`config.mk`:
```
export PLATFORM = sky130hd
export DESIGN_NAME = ot_regulator
export DESIGN_NICKNAME = d
export VERILOG_FILES = /design/src/rtl/ot_reg_pkg.sv /design/src/rtl/ot_track_cnt.sv /design/src/rtl/ot_credit_acc.sv /design/src/rtl/ot_chan_gate.sv /design/src/rtl/ot_regulator.sv
export SDC_FILE = /design/constraint.sdc
export NUM_CORES = 1
export LEC_CHECK = 0
export BUFFER_PORTS_ARGS = -buffer_cell sky130_fd_sc_hd__buf_4
export CORE_ASPECT_RATIO = 1.25
export CORE_MARGIN = 2
export CORE_UTILIZATION = 50
export CTS_BUF_LIST = sky130_fd_sc_hd__clkbuf_4 sky130_fd_sc_hd__clkbuf_8 sky130_fd_sc_hd__clkbuf_16
export DETAILED_ROUTE_END_ITERATION = 7
export PLACE_DENSITY = 0.69
export SKIP_LAST_GASP = 1
export SYNTH_ARGS = -nofsm -noshare
export SYNTH_HDL_FRONTEND = slang
export SYNTH_SLANG_ARGS = --single-unit
```
`constraint.sdc`:
```
create_clock -name clk -period 6.83 [get_ports clk]
set_input_delay 1.366 -clock clk [delete_from_list [all_inputs] [get_ports clk]]
set_output_delay 1.366 -clock clk [all_outputs]
set_load 0.02 [all_outputs]
```
`src/rtl/ot_reg_pkg.sv`:
```
package ot_reg_pkg;
  localparam int NUM_CH = 2;
  localparam int CH_RD  = 0;
  localparam int CH_WR  = 1;
endpackage

```
`src/rtl/ot_track_cnt.sv`:
```
module ot_track_cnt #(
  parameter int CNT_W = 6
) (
  input  logic             clk,
  input  logic             rst_n,
  input  logic             inc,
  input  logic             dec,
  output logic [CNT_W-1:0] cnt
);
  localparam logic [CNT_W-1:0] CNT_MAX = {CNT_W{1'b1}};

  logic [CNT_W-1:0] cnt_q, cnt_d;
  logic             cnt_en;

  always_comb begin
    cnt_d  = cnt_q;
    cnt_en = 1'b0;
    if (inc && !dec && cnt_q != CNT_MAX) begin
      cnt_d  = cnt_q + 1'b1;
      cnt_en = 1'b1;
    end else if (dec && !inc && cnt_q != '0) begin
      cnt_d  = cnt_q - 1'b1;
      cnt_en = 1'b1;
    end
  end

  always_ff @(posedge clk or negedge rst_n) begin
    if (!rst_n)      cnt_q <= '0;
    else if (cnt_en) cnt_q <= cnt_d;
  end

  assign cnt = cnt_q;
endmodule

```
`src/rtl/ot_credit_acc.sv`:
```
module ot_credit_acc #(
  parameter int CNT_W  = 6,
  parameter int INT_W  = 4,
  parameter int FRAC_W = 8,
  parameter int ACC_W  = CNT_W + FRAC_W + 4
) (
  input  logic              clk,
  input  logic              rst_n,
  input  logic [INT_W-1:0]  lim_int,
  input  logic [FRAC_W-1:0] lim_frac,
  input  logic [CNT_W-1:0]  cnt,
  output logic              credit_ok
);
  localparam int SW = ACC_W + 1;
  localparam logic signed [SW-1:0] CEIL_V  = SW'(2 ** FRAC_W);
  localparam logic signed [SW-1:0] FLOOR_V = SW'(-(2 ** (ACC_W - 2)));

  logic signed [ACC_W-1:0] acc_q, acc_d;
  logic signed [SW-1:0]    lim_fx, use_fx, sum;

  always_comb begin
    lim_fx = SW'($signed({1'b0, lim_int, lim_frac}));
    use_fx = SW'($signed({1'b0, cnt, {FRAC_W{1'b0}}}));
    sum    = SW'(acc_q) + lim_fx - use_fx;
    if (sum > CEIL_V)       acc_d = CEIL_V[ACC_W-1:0];
    else if (sum < FLOOR_V) acc_d = FLOOR_V[ACC_W-1:0];
    else                    acc_d = sum[ACC_W-1:0];
  end

  always_ff @(posedge clk or negedge rst_n) begin
    if (!rst_n) acc_q <= '0;
    else        acc_q <= acc_d;
  end

  assign credit_ok = ~acc_q[ACC_W-1];
endmodule

```
`src/rtl/ot_chan_gate.sv`:
```
module ot_chan_gate #(
  parameter int CNT_W  = 6,
  parameter int INT_W  = 4,
  parameter int FRAC_W = 8,
  parameter int QOS_W  = 4
) (
  input  logic              clk,
  input  logic              rst_n,
  input  logic              en,
  input  logic [INT_W-1:0]  lim_int,
  input  logic [FRAC_W-1:0] lim_frac,
  input  logic              a_valid,
  input  logic [QOS_W-1:0]  a_qos,
  input  logic              a_nodata,
  input  logic              a_ready_dn,
  output logic              a_valid_dn,
  output logic              a_ready_up,
  input  logic              done,
  output logic [CNT_W-1:0]  cnt
);
  logic regulated, permit, hold, credit_ok, inc;
  logic [CNT_W-1:0] lim_c;

  assign lim_c     = CNT_W'(lim_int);
  assign regulated = (a_qos == '0) && !a_nodata;
  assign permit    = (cnt < lim_c) ||
                     ((cnt == lim_c) && (lim_frac != '0) && credit_ok);
  assign hold      = en && regulated && !permit;
  assign a_valid_dn = a_valid && !hold;
  assign a_ready_up = a_ready_dn && !hold;
  assign inc       = a_valid && a_ready_up && regulated;

  ot_track_cnt #(.CNT_W(CNT_W)) u_cnt (
    .clk(clk), .rst_n(rst_n), .inc(inc), .dec(done), .cnt(cnt)
  );

  ot_credit_acc #(.CNT_W(CNT_W), .INT_W(INT_W), .FRAC_W(FRAC_W)) u_acc (
    .clk(clk), .rst_n(rst_n), .lim_int(lim_int), .lim_frac(lim_frac),
    .cnt(cnt), .credit_ok(credit_ok)
  );
endmodule

```
`src/rtl/ot_regulator.sv`:
```
module ot_regulator
  import ot_reg_pkg::*;
#(
  parameter int CNT_W  = 6,
  parameter int INT_W  = 4,
  parameter int FRAC_W = 8,
  parameter int QOS_W  = 4
) (
  input  logic              clk,
  input  logic              rst_n,
  input  logic              reg_en,
  input  logic [INT_W-1:0]  rd_lim_int,
  input  logic [FRAC_W-1:0] rd_lim_frac,
  input  logic [INT_W-1:0]  wr_lim_int,
  input  logic [FRAC_W-1:0] wr_lim_frac,
  input  logic              ar_valid,
  output logic              ar_ready,
  input  logic [QOS_W-1:0]  ar_qos,
  input  logic              ar_nodata,
  output logic              ar_valid_dn,
  input  logic              ar_ready_dn,
  input  logic              r_valid,
  input  logic              r_ready,
  input  logic              r_last,
  input  logic              r_regcls,
  input  logic              aw_valid,
  output logic              aw_ready,
  input  logic [QOS_W-1:0]  aw_qos,
  input  logic              aw_nodata,
  output logic              aw_valid_dn,
  input  logic              aw_ready_dn,
  input  logic              b_valid,
  input  logic              b_ready,
  input  logic              b_regcls
);
  logic [NUM_CH-1:0] ch_valid, ch_nodata, ch_rdy_dn, ch_valid_dn, ch_rdy_up, ch_done;
  logic [INT_W-1:0]  ch_int  [NUM_CH];
  logic [FRAC_W-1:0] ch_frac [NUM_CH];
  logic [QOS_W-1:0]  ch_qos  [NUM_CH];
  logic [CNT_W-1:0]  cnt_q   [NUM_CH];

  assign ch_valid  = {aw_valid, ar_valid};
  assign ch_nodata = {aw_nodata, ar_nodata};
  assign ch_rdy_dn = {aw_ready_dn, ar_ready_dn};
  assign ch_done   = {b_valid & b_ready & b_regcls,
                      r_valid & r_ready & r_last & r_regcls};
  assign ch_int[CH_RD]  = rd_lim_int;
  assign ch_int[CH_WR]  = wr_lim_int;
  assign ch_frac[CH_RD] = rd_lim_frac;
  assign ch_frac[CH_WR] = wr_lim_frac;
  assign ch_qos[CH_RD]  = ar_qos;
  assign ch_qos[CH_WR]  = aw_qos;

  for (genvar c = 0; c < NUM_CH; c++) begin : g_ch
    ot_chan_gate #(.CNT_W(CNT_W), .INT_W(INT_W), .FRAC_W(FRAC_W), .QOS_W(QOS_W)) u_gate (
      .clk(clk), .rst_n(rst_n), .en(reg_en),
      .lim_int(ch_int[c]), .lim_frac(ch_frac[c]),
      .a_valid(ch_valid[c]), .a_qos(ch_qos[c]), .a_nodata(ch_nodata[c]),
      .a_ready_dn(ch_rdy_dn[c]), .a_valid_dn(ch_valid_dn[c]),
      .a_ready_up(ch_rdy_up[c]), .done(ch_done[c]), .cnt(cnt_q[c])
    );
  end

  assign ar_ready    = ch_rdy_up[CH_RD];
  assign ar_valid_dn = ch_valid_dn[CH_RD];
  assign aw_ready    = ch_rdy_up[CH_WR];
  assign aw_valid_dn = ch_valid_dn[CH_WR];
endmodule

```
== Word-level counts from Yosys, hierarchy flattened ==
Index checks and enable logic that the tools add are counted.
Word-level totals
  bits in registers: 48
  bits of input ports: 48
  output and inout bits: 4
Operators by class
  $add $sub $neg: 8
  order comparisons: 6
  equal/unequal tests: 4
  mux-type cells: 12
  bitwise operators: 7
  reductions and logical operators: 48
Operators by type and width (number)
  $mux W18: 4
  $add A18 B13 Y19: 2
  $gt A19 B10 Y1 const B: 2
  $lt A19 B17 Y1 const B: 2
  $sub A19 B15 Y19: 2
  $logic_and A1 B1 Y1: 26
  $mux W6: 4
  $reduce_bool A8 Y1: 2
  $add A6 B1 Y6 const B: 2
  $eq A6 B4 Y1: 2
  $lt A6 B4 Y1: 2
  $ne A6 B6 Y1 const B: 2
  $reduce_bool A6 Y1: 2
  $sub A6 B1 Y6 const B: 2
  $logic_not A1 Y1: 10
  $logic_not A4 Y1: 2
  $and A1 B1 Y1: 5
  $mux W1: 4
  $reduce_and A2 Y1: 2
  $reduce_bool A2 Y1: 2
  $logic_or A1 B1 Y1: 2
  $not A1 Y1: 2

== Depth between registers and ports, before layout ==
Gate-level depths: netlist (run 1).
  word-level depth: 16
  depth in mapped cells: 16
  depth with buffers taken out: 16

== Modules after synthesis ==
A second synthesis (run 1) with hierarchy kept.
Second synthesis, totals
  cell total of the unflattened synthesis: 611
  area, all modules: 5373.9 sq um
By module, submodules not included
  ot_credit_acc: instances 2, cells each 232, area an instance 1984.4 sq um, seq. area each 450.4 sq um
  ot_track_cnt at g_ch[0].u_gate.u_cnt: instances 1, cells each 46, area an instance 501.7 sq um, seq. area each 150.1 sq um
  ot_track_cnt at g_ch[1].u_gate.u_cnt: instances 1, cells each 49, area an instance 493.0 sq um, seq. area each 150.1 sq um
  ot_chan_gate: instances 2, cells each 25, area an instance 197.7 sq um, seq. area each 0.0 sq um
  ot_regulator: instances 1, cells each 2, area an instance 15.0 sq um, seq. area each 0.0 sq um

== Worst setup path after synthesis (run 1) ==
OpenSTA, ideal clock, no wires.
  path type: input port to flip-flop
  from: in wr_lim_int[1]
  to: reg g_ch[1].u_gate.u_cnt.cnt_q[5]
  arrival time: 4.152 ns
  required time: 6.750 ns
  path slack: 2.598 ns
  cell stages on the path: 16
  path buffers: 0
  path through: inv_1 -> ha_1 -> nor2b_1 -> o21a_1 -> o21ai_0 -> a221o_1 -> and2_1 -> and4_1 -> inv_1 -> ha_1 -> a21o_1 -> a21oi_1 -> o21bai_1 -> a21oi_1 -> mux2i_1 -> xnor2_1
On the way
  cells in the longest elaborated chain, start to end: 16
  elaborated cells on any way between the ends: 21
  classes of those cells: 1 x order compare; 1 x eq/ne; 3 x mux; 16 x reduce/logical
Ends and longest elaborated chain
  start, declared: line ot_regulator.sv:14  | input logic [INT_W-1:0] wr_lim_int,
  branches (longest 3 deep; another with $lt A6 B4 Y1)
  $logic_or A1 B1 Y1 (*): line ot_chan_gate.sv:26  | assign permit = (cnt < lim_c) ||
  $logic_not A1 Y1 (*): line ot_chan_gate.sv:28  | assign hold = en && regulated && !permit;
  $logic_and A1 B1 Y1 (*): line ot_chan_gate.sv:28
  $logic_not A1 Y1 (*): line ot_chan_gate.sv:30  | assign a_ready_up = a_ready_dn && !hold;
  $logic_and A1 B1 Y1 (*): line ot_chan_gate.sv:30
  $logic_and A1 B1 Y1 (*) (2 in a row): line ot_chan_gate.sv:31  | assign inc = a_valid && a_ready_up && regulated;
  $logic_not A1 Y1: line ot_track_cnt.sv:21  | end else if (dec && !inc && cnt_q != '0) begin
  $logic_and A1 B1 Y1 (2 in a row): line ot_track_cnt.sv:21
  $mux W1: line ot_track_cnt.sv:21
  $mux W1: line ot_track_cnt.sv:18  | if (inc && !dec && cnt_q != CNT_MAX) begin
  $reduce_and A2 Y1 (no source line)
  end signal, assigned: line ot_track_cnt.sv:29  | else if (cnt_en) cnt_q <= cnt_d;
  end, declared: line ot_track_cnt.sv:12  | logic [CNT_W-1:0] cnt_q, cnt_d;
Every way passes the cells marked *.
A chain may end at the register's enable or synchronous reset.

== Final worst setup path (run 1) ==
  from: in wr_lim_int[1]
  to: reg g_ch[1].u_gate.u_acc.acc_q[8]
On the way
  cells in the longest elaborated chain, start to end: 5
  elaborated cells on any way between the ends: 6
  classes of those cells: 2 x add/sub; 2 x order compare; 2 x mux
Ends and longest elaborated chain
  $add A18 B13 Y19 (*): line ot_credit_acc.sv:24  | sum = SW'(acc_q) + lim_fx - use_fx;
  $sub A19 B15 Y19 (*): line ot_credit_acc.sv:24
  $lt A19 B17 Y1: line ot_credit_acc.sv:26  | else if (sum < FLOOR_V) acc_d = FLOOR_V[ACC_W-1:0];
  $mux W18: line ot_credit_acc.sv:26
  $mux W18 (*): line ot_credit_acc.sv:25  | if (sum > CEIL_V) acc_d = CEIL_V[ACC_W-1:0];
  named net g_ch[1].u_gate.u_acc.acc_d[8]: line ot_credit_acc.sv:18  | logic signed [ACC_W-1:0] acc_q, acc_d;
  end signal, assigned: line ot_credit_acc.sv:31  | if (!rst_n) acc_q <= '0;
  end signal, assigned: line ot_credit_acc.sv:32  | else acc_q <= acc_d;
  end, declared: line ot_credit_acc.sv:18
The timed path passes the listed nets; every way through them passes the cells marked *.

==> reports/results.tsv, run 1 <==
stage	metric	value	unit
pwr	Power Total	3.245	mW
setup_path	CP dominant cell by count	inv_1	
yosys	Post-Syn Area	5294	um^2
drt	Antenna Nets Post-Route	0	
global_route	largest net degree at the start of global routing	49	
global_route	initial antenna violation count	0	
finish	antenna cell count	0	
timing	Hold Vio Cnt, Final	0	
floorplanning	core area	10460	um^2
timing	Final Setup Violations	0	
clock_tree	CTS root buffer	clkbuf_16	
timing	f_max	212.8	MHz
setup_path	CP max-delay cell	o211ai_1	
pwr	Worst VDD drop	0.3194	mV
timing	worst-margin pin slew	0.9588	ns
floorplanning	Die ar.	11430	um^2
clock_tree	post-CTS resize count	0	
timing	final worst-path cycle share	68.81	%
yosys	Netlist cell types	73	
setup_path	CP Max Fanout	13	
setup_path	CP Launch Type	primary input	
drt	DRC	0	
timing	Final min period	4.700	ns
pwr	Sw Share	50.88	%
setup_path	delay-heaviest family, CP	compound AO/OA/AOI/OAI gates	
yosys	Top FF cell, synth	dfrtp_1	
place	port buffer count	51	
yosys	Synth Register Bits	48	
global_route	first-pass GRT wire length	20820	um
setup_path	WP data arrival	4.87	ns
setup_path	Buf/Inv on CP	3	
pwr	clock share of power	8.9	%
min_path	Worst Hold Class	reg2reg	
timing	final slew viol count	0	
pwr	Pwr Density	546.1	nW/um^2
pwr	register share of total power	15.5	%
clock_tree	TritonCTS clock tree	done	
clock_tree	CTS Sinks	48	
floorplanning	I/O Pins	52	
pwr	Pint	1.594	mW
clock_tree	latest clock arrival within the worst-skew pair	0.30	ns
clock_tree	setup bufs post-CTS	0	
timing	relative slew slack	35.80	%
setup_path	Critical Path Sink Type	flip-flop	
place	Post-DP HPWL	10070	um
timing	Max Clock Skew	0.006619	ns
global_route	vias in the first global route	4657	
yosys	Ys Warns	0	
drt	TritonRoute pass-1 iters	6	
setup_path	Setup CP Type	in2reg	
pwr	Sw Pwr	1.651	mW
setup_path	worst path cell trace	buf_4 -> inv_1 -> fa_1 -> inv_1 -> ha_1 -> and2_1 -> nor2b_1 -> or2_1 -> o31ai_1 -> a21oi_1 -> o211ai_1 -> o21ai_0 -> or3b_1	
timing	TNS Setup	0	ns
place	gpl congestion	0.9324	
drt	Via density	5.707	
clock_tree	Worst-path clk slew	0.07	ns
pwr	Leak	2.994	nW
yosys	Syn Inst Count	642	
finish	layout cell share with drive strength beyond 1	12.79	%
global_route	Tot GR Track Use	22.89	%
clock_tree	number of H-tree levels	2	
status	status	complete, no violations	
drt	DRT Wirelength	12450	um
floorplanning	Starting Density	50.62	%
floorplanning	FP Rows	42	
drt	First DRT Iteration DRCs	208	
pwr	Gate power share	75.6	%
timing	RSZ-0062 raised after global routing	false	
yosys	Avg Cell Area, Syn	8.246	um^2
finish	Fillers	965	
setup_path	Worst Path Required	7.00	ns
run	MaxCap Viol Count	0	
finish	area grow syn2layout	12.24	%
yosys	asr flop ratio synth	100.0	%
drt	via count	4680	
floorplanning	Die X	96.04	um
floorplanning	Die Span Y	119.0	um
yosys	number of synthesized flops with an enable pin	0	
setup_path	critical path's largest stage delay	0.71	ns
yosys	share of the yosys chip area belonging to registers	22.69	%
global_route	Overflow after GRT	0	
clock_tree	# hold bufs at CTS	0	
drt	routed len/inst	15.18	um
clock_tree	Clock Path Buffers	2	
clock_tree	CTS Buf Count	5	
yosys	syn_nets	770	
finish	final net count	815	
-- per-stage QoR --
step           util (%)  cell area (um^2)  setup slack (ns)  std cells  hold WS [ns]
6_report          56.82              5942             2.130        820        0.5661
5_1_grt           56.82              5942             1.923        820        0.5955
4_1_cts           56.82              5942             2.116        820        0.5628
3_5_place_dp      55.22              5774             1.829        812        0.5531
3_3_place_gp      55.22              5774             1.947        812        0.5506
2_1_floorplan         -              5294             2.598        642        0.4888
-- cells in the final DEF, fill, tap and decap left out, drive strengths merged, types with 6 or more instances in the layout --
| cell type | n |
|---|---|
| a21o | 13 |
| xnor2 | 15 |
| nor4 | 8 |
| a31oi | 6 |
| nand4 | 6 |
| o21ai | 27 |
| nor2b | 6 |
| fa | 10 |
| a21oi | 50 |
| nor2 | 46 |
| buf | 52 |
| o211ai | 10 |
| o21a | 9 |
| a211oi | 7 |
| xor2 | 17 |
| mux2 | 6 |
| clkbuf | 6 |
| dfrtp | 48 |
| inv | 117 |
| nand2 | 30 |
| ha | 70 |
| or3 | 7 |
| nand3 | 21 |
| and2 | 13 |
| nor3 | 10 |
-- power by group through the flow --
stage,logic [mW],registers [mW],clock network (mW)
CTS,2.44,0.502,0.292
floorplan,1.98,0.471,0
global placement,2.36,0.505,0
detailed placement,2.42,0.507,0
finish,2.45,0.502,0.290
global route,2.75,0.515,0.309
-- path summary, 6_finish.rpt --
kind                                                         start                                  endpoint  slack (ns)  cells past startpoint
max                                                  wr_lim_int[1]   g_ch[1].u_gate.u_acc.acc_q[8]$_DFF_PN0_        2.13                     13
min reg2reg                g_ch[0].u_gate.u_cnt.cnt[5]$_DFFE_PN0P_   g_ch[0].u_gate.u_cnt.cnt[5]$_DFFE_PN0P_        0.57                      1
min in group asynchronous                                    rst_n   g_ch[1].u_gate.u_cnt.cnt[3]$_DFFE_PN0P_        1.09                      1
max in group asynchronous                                    rst_n  g_ch[1].u_gate.u_acc.acc_q[16]$_DFF_PN0_        5.29                      1
max reg2reg                g_ch[1].u_gate.u_cnt.cnt[1]$_DFFE_PN0P_   g_ch[1].u_gate.u_acc.acc_q[8]$_DFF_PN0_        2.83                     11
min                        g_ch[0].u_gate.u_cnt.cnt[5]$_DFFE_PN0P_   g_ch[0].u_gate.u_cnt.cnt[5]$_DFFE_PN0P_        0.57                      1
-- synthesized netlist by cell type, drive strengths merged (7+ instances only) --
library cell | n | area share, %
a211oi | 7 | 1.3
a21o | 13 | 1.8
a21oi | 50 | 5.0
and2 | 13 | 1.5
buf | 8 | 0.97
dfrtp | 48 | 23
fa | 10 | 3.8
ha | 70 | 17
inv | 117 | 8.3
nand2 | 30 | 2.1
nand3 | 21 | 2.1
nor2 | 46 | 3.4
nor3 | 10 | 0.95
nor4 | 8 | 0.95
o211ai | 10 | 1.4
o21a | 9 | 1.3
o21ai | 27 | 2.6
or3 | 7 | 0.83
xnor2 | 15 | 2.5
xor2 | 17 | 2.8
-- cells by family (layout without fill, tap and decap cells) --
family	count (synthesis)	after routing	share of synthesized area, %
AND/OR/NAND/NOR	179	179	18.36
AO/OA/AOI/OAI	161	161	21.39
buffers and inverters	131	177	9.714
adder cells (fa/ha/maj)	80	80	20.33
flip-flops	48	48	22.69
XOR/XNOR	32	32	5.294
multiplexers	11	11	2.222
-- registers in the layout (all words and copies together) (netlist names) --
register and flops:
g_ch.u_gate.u_cnt.cnt 12, g_ch.u_gate.u_acc.acc_q 36
-- routing by layer --
layer / vias up / track usage (%) / routed length, um
met5: - / 0 / 0
met4: 0 / 7.232 / 251
met3: 19 / 3.099 / 633
met2: 130 / 40.23 / 6284
met1: 2218 / 28.39 / 5281
li1: 2313 / - / -
-- area by class of cell --
class	count	area (um^2)	area share (%)
repair buffers	52	390.4	6.570
clock inverters	2	35.03	0.5896
multi-input cells	463	3578	60.22
inverters	117	439.2	7.391
clock buffers	6	132.6	2.232
flip-flops and latches	48	1201	20.21
well taps	132	165.2	2.780
Note: power is estimated with default switching activity, not from simulation.
==> run 2, diff against run 1 <==
==> constraint.sdc (replaced) <==
create_clock -name clk -period 4.6 [get_ports clk]
set_input_delay 0.92 -clock clk [delete_from_list [all_inputs] [get_ports clk]]
set_output_delay 0.92 -clock clk [all_outputs]
set_load 0.02 [all_outputs]
==> run 2 against run 1 <==
Effect of this change: clock power up 48%; die area unchanged; global-route usage is 0.25 points higher; flip-flop and latch count is the same; utilization grew 0.39 points; sequential power grew 49%; clock-buffer cell count down 1; routed wire length up 1.2%; register-to-register slack worse by 1.9 ns; largest cell class unchanged; largest power group unchanged.
==> reports/results.tsv, run 2 (synthesis gave the netlist of run 1 again) <==
stage	metric	value	unit	change
place	gpl congestion	0.8953		was 0.9324
floorplanning	FP Rows	42		unchanged
clock_tree	CTS Buf Count	5		unchanged
finish	Fillers	1000		was 965
clock_tree	post-CTS resize count	0		unchanged
clock_tree	setup bufs post-CTS	0		unchanged
global_route	Overflow after GRT	0		unchanged
setup_path	worst path cell trace	buf_4 -> inv_1 -> fa_1 -> inv_1 -> ha_1 -> a21oi_1 -> o21ai_0 -> nor2_1 -> a211oi_1 -> o21ai_0 -> a21oi_1 -> nand4_1 -> a21boi_0		was buf_4 -> inv_1 -> fa_1 -> inv_1 -> ha_1 -> and2_1 -> nor2b_1 -> or2_1 -> o31ai_1 -> a21oi_1 -> o211ai_1 -> o21ai_0 -> or3b_1
timing	Hold Vio Cnt, Final	0		unchanged
floorplanning	Die ar.	11430	um^2	unchanged
clock_tree	Worst-path clk slew	0.07	ns	about the same
timing	Max Clock Skew	0.006547	ns	was 0.006619 ns
setup_path	CP Launch Type	primary input		unchanged
pwr	Worst VDD drop	0.4391	mV	was 0.3194 mV
global_route	initial antenna violation count	0		unchanged
drt	Via density	5.676		was 5.707
timing	RSZ-0062 raised after global routing	false		unchanged
timing	f_max	250.8	MHz	
finish	Final Non-Filler Cells	825		was 820
finish	antenna cell count	0		unchanged
clock_tree	CTS Sinks	48		unchanged
finish	area grow syn2layout	13.02	%	was 12.24%
min_path	min-delay src	g_ch[1].u_gate.u_cnt.cnt[5]$_DFFE_PN0P_		was g_ch[0].u_gate.u_cnt.cnt[5]$_DFFE_PN0P_
finish	fin area	5983	um^2	was 5942 um^2
drt	DRC	0		unchanged
pwr	Pwr Density	818.7	nW/um^2	was 546.1 nW/um^2
place	Post-DP HPWL	10170	um	was 10070 um
timing	Fin Hold WS	0.5462	ns	was 0.5661 ns
min_path	Worst Hold Class	reg2reg		unchanged
timing	final worst-path cycle share	86.67	%	
place	port buffer count	51		unchanged
timing	Final Setup Violations	0		unchanged
drt	First DRT Iteration DRCs	189		was 208
clock_tree	TritonCTS clock tree	done		unchanged
place	DP Area	5812	um^2	was 5774 um^2
setup_path	Setup CP Type	in2reg		unchanged
setup_path	delay-heaviest family, CP	compound AO/OA/AOI/OAI gates		unchanged
timing	TNS Setup	0	ns	unchanged
run	MaxCap Viol Count	0		unchanged
timing	relative slew slack	55.68	%	was 35.80%
setup_path	CP max-delay cell	fa_1		was o211ai_1
drt	DRT Wirelength	12600	um	was 12450 um
setup_path	crit path launch	rd_lim_int[2]		was wr_lim_int[1]
place	placed insts	817		was 812
clock_tree	CTS root buffer	clkbuf_16		unchanged
finish	layout cell share with drive strength beyond 1	13.42	%	was 12.79%
setup_path	Worst Path Required	4.80	ns	was 7.00 ns
finish	commonest cells after routing, fill and taps aside	inv_1, ha_1, buf_4		unchanged
setup_path	Buf/Inv on CP	3		unchanged
finish	most common cell after layout, fill and taps aside	inv_1		unchanged
drt	via count	4683		was 4680
finish	Largest register FFs	36		unchanged
clock_tree	# hold bufs at CTS	0		unchanged
global_route	largest net degree at the start of global routing	49		unchanged
drt	TritonRoute pass-1 iters	5		was 6
finish	final net count	820		was 815
clock_tree	Clock Path Buffers	2		unchanged
setup_path	Critical Path Sink Type	flip-flop		unchanged
finish	Largest Register	g_ch.u_gate.u_acc.acc_q		unchanged
floorplanning	Starting Density	50.62	%	unchanged
setup_path	R2R Path Start	g_ch[0].u_gate.u_cnt.cnt[2]$_DFFE_PN0P_		was g_ch[1].u_gate.u_cnt.cnt[1]$_DFFE_PN0P_
timing	worst-margin pin slew	0.6587	ns	was 0.9588 ns
setup_path	CP Max Fanout	8		was 13
timing	Final min period	3.987	ns	
drt	routed len/inst	15.27	um	was 15.18 um
timing	final slew viol count	0		unchanged
setup_path	critical path's largest stage delay	0.53	ns	was 0.71 ns
status	status	complete, no violations		unchanged
drt	Antenna Nets Post-Route	0		unchanged
floorplanning	core area	10460	um^2	unchanged
clock_tree	number of H-tree levels	2		unchanged
setup_path	WP data arrival	4.18	ns	was 4.87 ns
floorplanning	Die Span Y	119.0	um	unchanged
global_route	Tot GR Track Use	23.14	%	was 22.89%
finish	fin util	57.21	%	was 56.82%
pwr	Leak	3.015	nW	was 2.994 nW
floorplanning	I/O Pins	52		unchanged
global_route	vias in the first global route	4695		was 4657
floorplanning	Die X	96.04	um	unchanged
global_route	first-pass GRT wire length	21300	um	was 20820 um
clock_tree	latest clock arrival within the worst-skew pair	0.29	ns	was 0.30 ns
## run 2: worst paths after layout
path,endpoint,cells after the start,slack (ns)
worst max-delay path,g_ch[0].u_gate.u_acc.acc_q[3]$_DFF_PN0_,13,0.61
worst min-delay path,g_ch[1].u_gate.u_cnt.cnt[5]$_DFFE_PN0P_,1,0.55
worst max register to register,g_ch[0].u_gate.u_acc.acc_q[3]$_DFF_PN0_,11,0.89
worst min register to register,g_ch[1].u_gate.u_cnt.cnt[5]$_DFFE_PN0P_,1,0.55
max in group asynchronous,g_ch[0].u_gate.u_cnt.cnt[1]$_DFFE_PN0P_,1,3.50
min in group asynchronous,g_ch[1].u_gate.u_cnt.cnt[1]$_DFFE_PN0P_,1,0.65
## run 2: worst register-to-register path: cells and delay by family, from the launching register on
kind | cells | cell delay [ns]
buf+inv | 1 | 0.04
compound gates | 6 | 1.70
simple gates | 2 | 0.46
flops | 1 | 0.48
fa+ha+maj | 2 | 0.93
## run 2: layout make-up
type                            instances  area [um^2]  area share [%]
Inverter                              117        439.2           7.340
Tap cell                              132        165.2           2.760
Multi-Input combinational cell        463         3578           59.81
Clock buffer                            5        125.1           2.091
Clock inverter                          3        46.29          0.7737
Sequential cell                        48         1201           20.08
Timing Repair Buffer                   57        427.9           7.152
## run 2: stage by stage
step	total power [mW]	setup WS, ns
after global placement	4.356	0.4285
after floorplan	3.635	0.8140
final	4.899	0.6131
after CTS	4.902	0.6483
after global routing	5.394	0.2469
after detailed placement	4.428	0.3704
## run 2: per-layer routing
metal	share of wire [%]	wire, um	global-route usage [%]
met3	4.0	503	2.087
met4	1.7	214	5.357
met1	43	5473	30.06
met2	51	6408	40.89
met5	0	0	0
## run 2: report_power, final
group	total [mW]	leakage [nW]	internal, mW	switching, mW
clock	0.428	0.0804	0.259	0.169
sequential	0.747	0.609	0.590	0.157
combinational	3.72	2.33	1.56	2.16
==> run 3, diff against run 2 <==
--- a/config.mk
+++ b/config.mk
@@ -8,10 +8,10 @@
 export BUFFER_PORTS_ARGS = -buffer_cell sky130_fd_sc_hd__buf_4
 export CORE_ASPECT_RATIO = 1.25
 export CORE_MARGIN = 2
-export CORE_UTILIZATION = 50
+export CORE_UTILIZATION = 55
 export CTS_BUF_LIST = sky130_fd_sc_hd__clkbuf_4 sky130_fd_sc_hd__clkbuf_8 sky130_fd_sc_hd__clkbuf_16
 export DETAILED_ROUTE_END_ITERATION = 7
-export PLACE_DENSITY = 0.69
+export PLACE_DENSITY = 0.75
 export SKIP_LAST_GASP = 1
 export SYNTH_ARGS = -nofsm -noshare
 export SYNTH_HDL_FRONTEND = slang
==> run 3 against run 2 <==
Effect of this change: register-to-register slack worse by 0.39 ns; via count down 0.58%; utilization up 5.5 points; clock-buffer cell count increased by 1; combinational power hardly changed.
==> reports/results.tsv, run 3 (synthesis gave the netlist of run 1 again) <==
stage	metric	value	unit	change
global_route	initial antenna violation count	0		unchanged
floorplanning	Starting Density	55.67	%	was 50.62%
clock_tree	# hold bufs at CTS	0		unchanged
place	gpl congestion	0.9223		was 0.8953
drt	top sig layer	met4		unchanged
setup_path	Critical Path Sink Type	flip-flop		unchanged
finish	area occupied by multi-input gates	3578	um^2	unchanged
drt	met3 WL	456	um	was 503 um
timing	Hold Vio Cnt, Final	0		unchanged
min_path	Worst Hold Class	reg2reg		unchanged
setup_path	Reg2Reg Setup Slack	0.50	ns	was 0.89 ns
clock_tree	number of H-tree levels	2		unchanged
drt	First DRT Iteration DRCs	233		was 189
min_path	hold depth	1		unchanged
drt	Post-Route M1 WL	5042	um	was 5473 um
timing	worst-margin pin slew	1.148	ns	was 0.6587 ns
clock_tree	CTS Buf Count	5		unchanged
setup_path	CP Launch Type	primary input		unchanged
drt	Via density	5.699		was 5.676
finish	layout cell share with drive strength beyond 1	13.17	%	was 13.42%
floorplanning	Die X	91.75	um	was 96.04 um
place	port buffer count	51		unchanged
finish	area grow syn2layout	12.72	%	was 13.02%
pwr	Power Total	4.887	mW	was 4.899 mW
timing	TNS Setup	0	ns	unchanged
clock_tree	CTS Sinks	48		unchanged
floorplanning	I/O Pins	52		unchanged
clock_tree	setup bufs post-CTS	0		unchanged
setup_path	Reg2Reg Depth	10		was 11
finish	antenna cell count	0		unchanged
place	Place WS	0.02121	ns	was 0.3704 ns
timing	Final Setup Violations	0		unchanged
finish	final net count	818		was 820
timing	RSZ-0062 raised after global routing	false		unchanged
clock_tree	Worst-path clk slew	0.07	ns	about the same
clock_tree	latest clock arrival within the worst-skew pair	0.28	ns	was 0.29 ns
floorplanning	FP Rows	40		was 42
drt	via count	4656		was 4683
place	placed insts	809		was 817
clock_tree	TritonCTS clock tree	done		unchanged
finish	Largest register FFs	36		unchanged
setup_path	Worst Path Required	4.79	ns	was 4.80 ns
finish	most common cell after layout, fill and taps aside	inv_1		unchanged
place	Post-DP HPWL	9958	um	was 10170 um
clock_tree	Clock Path Buffers	2		unchanged
pwr	Pwr Density	819.1	nW/um^2	was 818.7 nW/um^2
setup_path	CP Max Fanout	14		was 8
finish	commonest cells after routing, fill and taps aside	inv_1, ha_1, buf_4		unchanged
global_route	vias in the first global route	4716		was 4695
setup_path	WP data arrival	4.56	ns	was 4.18 ns
global_route	first-pass GRT wire length	21000	um	was 21300 um
drt	met2 WL	6468	um	was 6408 um
drt	DRC	0		unchanged
floorplanning	Die ar.	10430	um^2	was 11430 um^2
finish	Final Non-Filler Cells	817		was 825
timing	Max Clock Skew	0.004469	ns	was 0.006547 ns
clock_tree	CTS root buffer	clkbuf_16		unchanged
floorplanning	core area	9509	um^2	was 10460 um^2
clock_tree	post-CTS resize count	0		unchanged
timing	Final min period	4.372	ns	was 3.987 ns
drt	routed len/inst	14.99	um	was 15.27 um
global_route	Overflow after GRT	0		unchanged
setup_path	Setup CP Type	in2reg		unchanged
drt	DRT Wirelength	12250	um	was 12600 um
finish	Largest Register	g_ch.u_gate.u_acc.acc_q		unchanged
global_route	largest net degree at the start of global routing	49		unchanged
timing	final worst-path cycle share	95.04	%	was 86.67%
drt	Antenna Nets Post-Route	0		unchanged
status	status	complete, no violations		unchanged
finish	Fillers	838		was 1000
run	MaxCap Viol Count	0		unchanged
floorplanning	Die Span Y	113.7	um	was 119.0 um
pwr	Leak	3.011	nW	was 3.015 nW
timing	final slew viol count	0		unchanged
timing	relative slew slack	23.12	%	was 55.68%
timing	Setup WS post-layout	0.2280	ns	was 0.6131 ns
drt	TritonRoute pass-1 iters	5		unchanged
pwr	Worst VDD drop	0.4752	mV	was 0.4391 mV
timing	f_max	228.7	MHz	was 250.8 MHz
finish	Storage cell area	1201	um^2	unchanged
global_route	Tot GR Track Use	24.52	%	was 23.14%
[run 3: power breakdown]
part	leakage, nW	total [mW]	internal [mW]	switching, mW
Clock	0.0871	0.431	0.272	0.159
Sequential	0.609	0.738	0.590	0.148
Combinational	2.32	3.72	1.55	2.17
Total	3.01	4.89	2.41	2.48
[run 3: final timing paths]
check | start | end
worst max-delay path | wr_lim_int[0] | g_ch[1].u_gate.u_acc.acc_q[9]$_DFF_PN0_
worst min-delay path | g_ch[1].u_gate.u_cnt.cnt[5]$_DFFE_PN0P_ | g_ch[1].u_gate.u_cnt.cnt[5]$_DFFE_PN0P_
worst max register to register | g_ch[1].u_gate.u_cnt.cnt[0]$_DFFE_PN0P_ | g_ch[1].u_gate.u_acc.acc_q[9]$_DFF_PN0_
worst min register to register | g_ch[1].u_gate.u_cnt.cnt[5]$_DFFE_PN0P_ | g_ch[1].u_gate.u_cnt.cnt[5]$_DFFE_PN0P_
max in group asynchronous | rst_n | g_ch[0].u_gate.u_cnt.cnt[3]$_DFFE_PN0P_
min in group asynchronous | rst_n | g_ch[1].u_gate.u_cnt.cnt[5]$_DFFE_PN0P_
[run 3: cell type report]
class                      count  area share (%)
inverter                     117           7.360
multi-input combinational    463           59.97
sequential                    48           20.13
clock buffer                   6           2.328
tap                          126           2.642
clock inverter                 2          0.6500
timing repair buffer          55           6.920
[run 3: critical path, cell delays in order]
cell      delay, ns
buf_4          0.10
inv_1          0.05
fa_1           0.54
inv_1          0.05
ha_1           0.35
and2_1         0.24
nor2b_1        0.17
or2_1          0.26
o31ai_1        0.39
nand4b_1       0.19
o211ai_1       0.94
nor4bb_2       0.37
[run 3: stage by stage]
step | util, % | instance area [um^2] | hold WS (ns)
floorplan | - | 5294 | 0.4888
global placement | 60.88 | 5789 | 0.5446
detailed placement | 60.88 | 5789 | 0.5558
CTS | 62.75 | 5967 | 0.5655
global route | 62.75 | 5967 | 0.5798
finish | 62.75 | 5967 | 0.5604
[run 3: routing by layer]
layer  track usage [%]  up-vias
met2             46.52      115
met5                 0        -
met1             28.25     2194
met4             8.458        0
li1                  -     2328
met3             3.038       19
